[src/rtl/vps_pkg.sv]
package vps_pkg;
  typedef enum logic [1:0] {
    SLOT_BLANK   = 2'd0,
    SLOT_BORDER  = 2'd1,
    SLOT_DISPLAY = 2'd2
  } slot_kind_t;
endpackage

[src/rtl/vps_addr_gen.sv]
module vps_addr_gen #(
  parameter int MA_W   = 14,
  parameter int RAS_W  = 3,
  parameter int COL_W  = 7,
  parameter int ADDR_W = 16,
  parameter int OFF_W  = 11,
  parameter int BYTES  = 2
) (
  input  logic [MA_W-1:0]              ma,
  input  logic [RAS_W-1:0]             ras,
  input  logic [COL_W-1:0]             col,
  output logic [BYTES-1:0][ADDR_W-1:0] addr
);
  localparam int PAGE_LSB = OFF_W + 1;
  localparam logic [ADDR_W-1:0] PAGE_MASK =
    ~((ADDR_W'(1) << PAGE_LSB) - ADDR_W'(1));

  logic [ADDR_W-1:0] page_base;
  logic [OFF_W-1:0]  line_off;

  always_comb begin
    page_base = (ADDR_W'({ma, 2'b00}) & PAGE_MASK) + (ADDR_W'(ras) << OFF_W);
    line_off  = OFF_W'({ma, 1'b0}) + OFF_W'(col) * OFF_W'(BYTES);
  end

  for (genvar b = 0; b < BYTES; b++) begin : g_byte
    logic [OFF_W-1:0] off_b;
    assign off_b   = line_off + OFF_W'(b);
    assign addr[b] = page_base + ADDR_W'(off_b);
  end

  always_comb begin
    AST_PAIR_SAME_PAGE: assert (addr[1][ADDR_W-1:OFF_W] == addr[0][ADDR_W-1:OFF_W])
      else $error("byte addresses differ above offset");
  end
endmodule

[src/rtl/vps_pen_unpack.sv]
module vps_pen_unpack #(
  parameter int PEN_W = 4
) (
  input  logic [1:0]       mode,
  input  logic [7:0]       byte_a,
  input  logic [7:0]       byte_b,
  input  logic [3:0]       slot,
  output logic [PEN_W-1:0] pen
);
  logic [7:0] src;
  logic [2:0] q;
  logic [1:0] j;

  always_comb begin
    src = slot[3] ? byte_b : byte_a;
    q   = slot[2:0];
    j   = q[2:1];
    unique case (mode)
      2'd2:    pen = PEN_W'(src[3'd7 - q]);
      2'd1:    pen = PEN_W'({src[3'd3 - {1'b0, j}], src[3'd7 - {1'b0, j}]});
      default: pen = q[2] ? PEN_W'({src[0], src[4], src[2], src[6]})
                          : PEN_W'({src[1], src[5], src[3], src[7]});
    endcase
  end
endmodule

[src/rtl/vps_char_seq.sv]
module vps_char_seq
  import vps_pkg::*;
#(
  parameter int PIX_N = 16
) (
  input  logic                     clk,
  input  logic                     rst_n,
  input  logic                     in_valid,
  output logic                     in_ready,
  input  logic                     in_line_start,
  input  logic [1:0]               in_mode,
  input  slot_kind_t               in_kind,
  input  logic [7:0]               in_byte_a,
  input  logic [7:0]               in_byte_b,
  output logic                     out_valid,
  input  logic                     out_ready,
  output logic [$clog2(PIX_N)-1:0] slot,
  output slot_kind_t               kind,
  output logic [1:0]               mode,
  output logic [7:0]               byte_a,
  output logic [7:0]               byte_b
);
  localparam int SLOT_W = $clog2(PIX_N);
  localparam logic [SLOT_W-1:0] LAST = SLOT_W'(PIX_N - 1);

  logic busy;
  logic accept;

  assign in_ready  = !busy || (out_ready && slot == LAST);
  assign accept    = in_valid && in_ready;
  assign out_valid = busy;

  always_ff @(posedge clk or negedge rst_n) begin
    if (!rst_n) begin
      busy   <= 1'b0;
      slot   <= '0;
      kind   <= SLOT_BLANK;
      mode   <= 2'd0;
      byte_a <= '0;
      byte_b <= '0;
    end else if (accept) begin
      busy   <= 1'b1;
      slot   <= '0;
      kind   <= in_kind;
      byte_a <= in_byte_a;
      byte_b <= in_byte_b;
      if (in_line_start) mode <= in_mode;
    end else if (busy && out_ready) begin
      if (slot == LAST) busy <= 1'b0;
      slot <= slot + SLOT_W'(1);
    end
  end

  AST_HOLD_ON_STALL: assert property (@(posedge clk) disable iff (!rst_n)
    out_valid && !out_ready |=> out_valid && $stable(slot));
  AST_START_SLOT0: assert property (@(posedge clk) disable iff (!rst_n)
    accept |=> out_valid && slot == '0);
  AST_MODE_HELD: assert property (@(posedge clk) disable iff (!rst_n)
    accept && !in_line_start |=> $stable(mode));
  AST_MODE_TAKEN: assert property (@(posedge clk) disable iff (!rst_n)
    accept && in_line_start |=> mode == $past(in_mode));
endmodule

[src/rtl/vid_pixel_serializer.sv]
module vid_pixel_serializer
  import vps_pkg::*;
#(
  parameter int MA_W       = 14,
  parameter int RAS_W      = 3,
  parameter int COL_W      = 7,
  parameter int ADDR_W     = 16,
  parameter int CODE_W     = 5,
  parameter int PENS       = 16,
  parameter int BLANK_CODE = 20
) (
  input  logic                   clk,
  input  logic                   rst_n,
  input  logic                   chr_valid,
  output logic                   chr_ready,
  input  logic                   chr_line_start,
  input  logic                   chr_disp_en,
  input  logic                   chr_hsync,
  input  logic                   chr_vsync,
  input  logic [MA_W-1:0]        chr_ma,
  input  logic [RAS_W-1:0]       chr_ras,
  input  logic [COL_W-1:0]       chr_col,
  output logic [ADDR_W-1:0]      vram_addr_a,
  output logic [ADDR_W-1:0]      vram_addr_b,
  input  logic [7:0]             vram_data_a,
  input  logic [7:0]             vram_data_b,
  input  logic [1:0]             scr_mode,
  input  logic [PENS*CODE_W-1:0] pen_codes,
  input  logic [CODE_W-1:0]      border_code,
  output logic                   pix_valid,
  input  logic                   pix_ready,
  output logic [CODE_W-1:0]      pix_color,
  output logic                   pix_blank
);
  localparam int PEN_W  = $clog2(PENS);
  localparam int PIX_N  = 16;
  localparam int SLOT_W = $clog2(PIX_N);

  logic [1:0][ADDR_W-1:0] addr_pair;
  slot_kind_t             in_kind, cur_kind;
  logic [SLOT_W-1:0]      slot;
  logic [1:0]             cur_mode;
  logic [7:0]             cur_a, cur_b;
  logic [PEN_W-1:0]       pen;

  vps_addr_gen #(
    .MA_W(MA_W), .RAS_W(RAS_W), .COL_W(COL_W), .ADDR_W(ADDR_W),
    .OFF_W(11), .BYTES(2)
  ) u_addr (
    .ma(chr_ma), .ras(chr_ras), .col(chr_col), .addr(addr_pair)
  );
  assign vram_addr_a = addr_pair[0];
  assign vram_addr_b = addr_pair[1];

  always_comb begin
    if (chr_hsync || chr_vsync) in_kind = SLOT_BLANK;
    else if (!chr_disp_en)      in_kind = SLOT_BORDER;
    else                        in_kind = SLOT_DISPLAY;
  end

  vps_char_seq #(.PIX_N(PIX_N)) u_seq (
    .clk(clk), .rst_n(rst_n),
    .in_valid(chr_valid), .in_ready(chr_ready),
    .in_line_start(chr_line_start), .in_mode(scr_mode), .in_kind(in_kind),
    .in_byte_a(vram_data_a), .in_byte_b(vram_data_b),
    .out_valid(pix_valid), .out_ready(pix_ready),
    .slot(slot), .kind(cur_kind), .mode(cur_mode),
    .byte_a(cur_a), .byte_b(cur_b)
  );

  vps_pen_unpack #(.PEN_W(PEN_W)) u_unpack (
    .mode(cur_mode), .byte_a(cur_a), .byte_b(cur_b), .slot(slot), .pen(pen)
  );

  always_comb begin
    pix_blank = 1'b0;
    unique case (cur_kind)
      SLOT_BLANK: begin
        pix_color = CODE_W'(BLANK_CODE);
        pix_blank = 1'b1;
      end
      SLOT_BORDER: pix_color = border_code;
      default:     pix_color = pen_codes[int'(pen)*CODE_W +: CODE_W];
    endcase
  end

  AST_BLANK_CODE: assert property (@(posedge clk) disable iff (!rst_n)
    pix_valid && pix_blank |-> pix_color == CODE_W'(BLANK_CODE));
  AST_READY_ONLY_AT_END: assert property (@(posedge clk) disable iff (!rst_n)
    chr_valid && chr_ready |=> !chr_ready || pix_ready);
endmodule

[config.mk]
export PLATFORM = sky130hd
export DESIGN_NAME = vid_pixel_serializer
export DESIGN_NICKNAME = d
export VERILOG_FILES = /design/src/rtl/vps_pkg.sv /design/src/rtl/vps_addr_gen.sv /design/src/rtl/vps_pen_unpack.sv /design/src/rtl/vps_char_seq.sv /design/src/rtl/vid_pixel_serializer.sv
export SDC_FILE = /design/constraint.sdc
export NUM_CORES = 1
export LEC_CHECK = 0
export BUFFER_PORTS_ARGS = -buffer_cell sky130_fd_sc_hd__buf_2
export CAP_MARGIN = 20
export CORE_MARGIN = 2
export CORE_UTILIZATION = 41
export CTS_CLUSTER_DIAMETER = 30
export DETAILED_ROUTE_END_ITERATION = 8
export HOLD_SLACK_MARGIN = 0.08
export PLACE_DENSITY = 0.79
export SYNTH_ARGS = -nofsm -noshare
export SYNTH_HDL_FRONTEND = slang
export SYNTH_HIERARCHICAL = 1
export SYNTH_SLANG_ARGS = --single-unit
[constraint.sdc]
create_clock -name clk -period 2.45 [get_ports clk]
set_input_delay 0 -clock clk [delete_from_list [all_inputs] [get_ports clk]]
set_output_delay 0 -clock clk [all_outputs]
set_load 0.005 [all_outputs]
==> impl_metrics.json <==
{
  "hold_end": "u_seq/kind[0]",
  "syn_area_per_cell_um2": 10.24,
  "leakagePower_nw": 2.172,
  "instances_no_fill": 591,
  "vdd_drop_max_mv": 0.5855,
  "path_class": "register to output pin",
  "hold_path_class": "input port to register",
  "start_kind": "register",
  "antenna_found_initial": 0,
  "die-height_um": 89.69,
  "hp-start": "chr_disp_en",
  "drive_gt1_share_pct": 58.13,
  "finalHoldViolCount": 0,
  "start_util_pct": 41.95,
  "fmax_ghz": 0.3799,
  "worstRegToRegCells": 6,
  "h-tree-depth": 1,
  "synth_enable_flop_cells": 0,
  "die_area_um2": 8043,
  "mostFrequentLayoutCell": "buf_2",
  "path_max_fanout": 7,
  "syn_area_um2": 3010,
  "ant_nets": 0,
  "drtIter0Drc": 139,
  "syn_inst": 294,
  "ff2ff_setup_slack_ns": 0.45,
  "status": "complete, but fails checks",
  "r2r-end": "u_seq/byte_b[3]",
  "cts.sinks": 25,
  "cp.arrival_ns": 2.63,
  "synth_top_cell_area_share_pct": 20.78,
  "num_rows": 31,
  "grt_overflow": 0,
  "drv_slew": 0,
  "ys_warn_count": 6,
  "layout_common_cells": "buf_2 (169), mux2i_1 (26), nand2_1 (25)",
  "setup_violations": 5,
  "via_count": 3136,
  "synthToLayoutAreaGrowth_pct": 51.16,
  "min_path_cells": 3,
  "cts_tree": "yes",
  "synth-seq-area-share_pct": 20.78,
  "final_util_pct": 63.42,
  "critPathRequiredTime_ns": 2.45,
  "ioPinCount": 175,
  "clock_latency_ns": 0.26,
  "via_per_inst": 5.306,
  "dr.pass1.iters": 4,
  "cts_buffer_depth": 2,
  "wire_per_inst_um": 17.43,
  "period_share_pct": 107.4,
  "grtUsageTotal_pct": 22.41,
  "numCtsBuffers": 3,
  "place_area_um2": 3867,
  "ys_ff_latch": 25,
  "fillers": 573,
  "fin_crit_ns": 2.632,
  "dpl.hpwl_mm": 7.576,
  "multi_input_area_um2": 2257,
  "final_nets": 642,
  "violations": "setup timing",
  "drv_cap": 0,
  "skew_ns": 0.003673,
  "worst_slew_pin_slew_ns": 0.5511,
  "place_congestion": 0.9451,
  "grt_max_degree": 26,
  "core_um2": 7176,
  "antenna_cells": 0,
  "synthTopCellsByArea": "dfrtp_1 (21%), mux2i_1 (10%), mux4_2 (8.2%)",
  "yosys_most_used_dff": "dfrtp_1",
  "grt_pass1_wl_mm": 13.93,
  "route.detailed.drc": 0,
  "register_area_um2": 629.4,
  "syn_nets": 443,
  "fin_area_um2": 4551,
  "root_buffer": "clkbuf_8",
  "ys_types": 52,
  "endpoint_kind": "output pin",
  "wirelength_mm": 10.30,
  "rsz0062_at_grt": "yes",
  "power_density_nw_per_um2": 1299,
  "dp_cells": 545,
  "maxSlewHeadroom_pct": 63.26,
  "r2r-start": "u_seq/slot[0]",
  "clk_pin_slew_ns": 0.08,
  "async_flop_share_pct": 100.0,
  "port_buffers": 169,
  "grt_pass1_vias": 3005,
  "die_w_um": 89.69,
  "setup_ws_ns": -0.1820,
  "yosysTopAreaCell": "dfrtp_1"
}
Yosys cell counts, drive strengths merged (2+ instances only):
cell	instances
a211oi	2
a21o	2
clkbuf	3
buf	30
mux4	17
and4	2
xor2	3
ha	12
conb	2
nand4	4
o21a	2
o22ai	4
nand3b	2
xnor2	7
nor2b	12
nand3	12
and2	3
mux2i	30
fa	2
nor3b	3
nand2b	4
nor2	8
dfrtp	25
a31oi	6
a22oi	5
inv	11
mux2	23
or2	2
o21ai	6
a21oi	11
nand2	26
and3	3
through the flow:
stage / setup TNS, ns / worst slack (ns) / hold slack (ns) / total power [W]
finish: -0.8025 / -0.1820 / 0.1350 / 0.005913
global route: -1.154 / -0.2501 / 0.1377 / 0.006203
CTS: -0.7859 / -0.1856 / 0.1312 / 0.005193
detailed placement: -0.5310 / -0.1213 / 0.00005419 / 0.004160
global placement: 0 / 0.01980 / 0.00005419 / 0.004037
floorplan: 0 / 0.01949 / -0.2956 / 0.003323
flip-flops by register name, summed over array words and instances (netlist names):
signal,cells
u_seq/byte_b,8
u_seq/slot,4
u_seq/kind,2
u_seq/mode,2
u_seq/out_valid,1
u_seq/byte_a,8
where the power goes:
part / switching [W] / total [W] / internal (W)
combinational: 0.00205 / 0.00480 / 0.00276
clock: 0.000123 / 0.000239 / 0.000116
sequential: 0.000266 / 0.000871 / 0.000605
layer usage:
layer  vias up  GRT usage (%)  share of wire, %
met3        32          3.108               7.1
met5         -              0                 0
met2       156          42.65                52
met1      1485          25.86                38
met4         0          6.513               2.8
li1       1463              -                 -
cells by family after synthesis:
group / count (synthesis) / share of synthesized area [%]
AO/OA/AOI/OAI: 45 / 11.14
AND/OR/NAND/NOR: 84 / 15.38
XOR/XNOR: 10 / 2.910
buffers and inverters: 44 / 9.933
flip-flops: 25 / 20.78
adder cells (fa/ha/maj): 14 / 6.317
other: 2 / 0.2495
multiplexers: 70 / 33.29
worst max-delay path, cell delays in order (launching register included):
cell and delay, ns:
dfrtp_2 0.43, buf_6 0.12, buf_6 0.09, mux4_2 0.50, mux2_4 0.29, nand2_4 0.07, o21ai_4 0.10, buf_6 0.15
mux2_4 0.30, o22ai_2 0.11, a21oi_1 0.05, buf_2 0.15
layout make-up:
cell class                 count  area share (%)
sequential                    25           13.83
tap                           99           2.722
inverter                      11          0.9073
timing repair buffer         227           31.95
clock buffer                   4          0.9898
multi-input combinational    225           49.60
what timing repair did:
item / 4_1_cts / 5_1_grt
endpoints found under the hold margin: 47 / 0
hold buffers: 22 / 0
gates resized for setup: 28 / 35
endpoints found under the setup margin: 5 / 5
setup buffers: 9 / 11
pin swaps: 16 / 19
gates cloned: 2 / 1
worst max path at each step:
stage | to | start
floorplan | pix_color[4] | u_seq/slot[3]
global placement | pix_color[4] | u_seq/slot[3]
detailed placement | pix_color[1] | u_seq/slot[3]
CTS | pix_color[0] | u_seq/mode[1]
global route | pix_color[2] | u_seq/slot[3]
finish | pix_color[2] | u_seq/slot[3]
(Power assumes the default switching activity.)
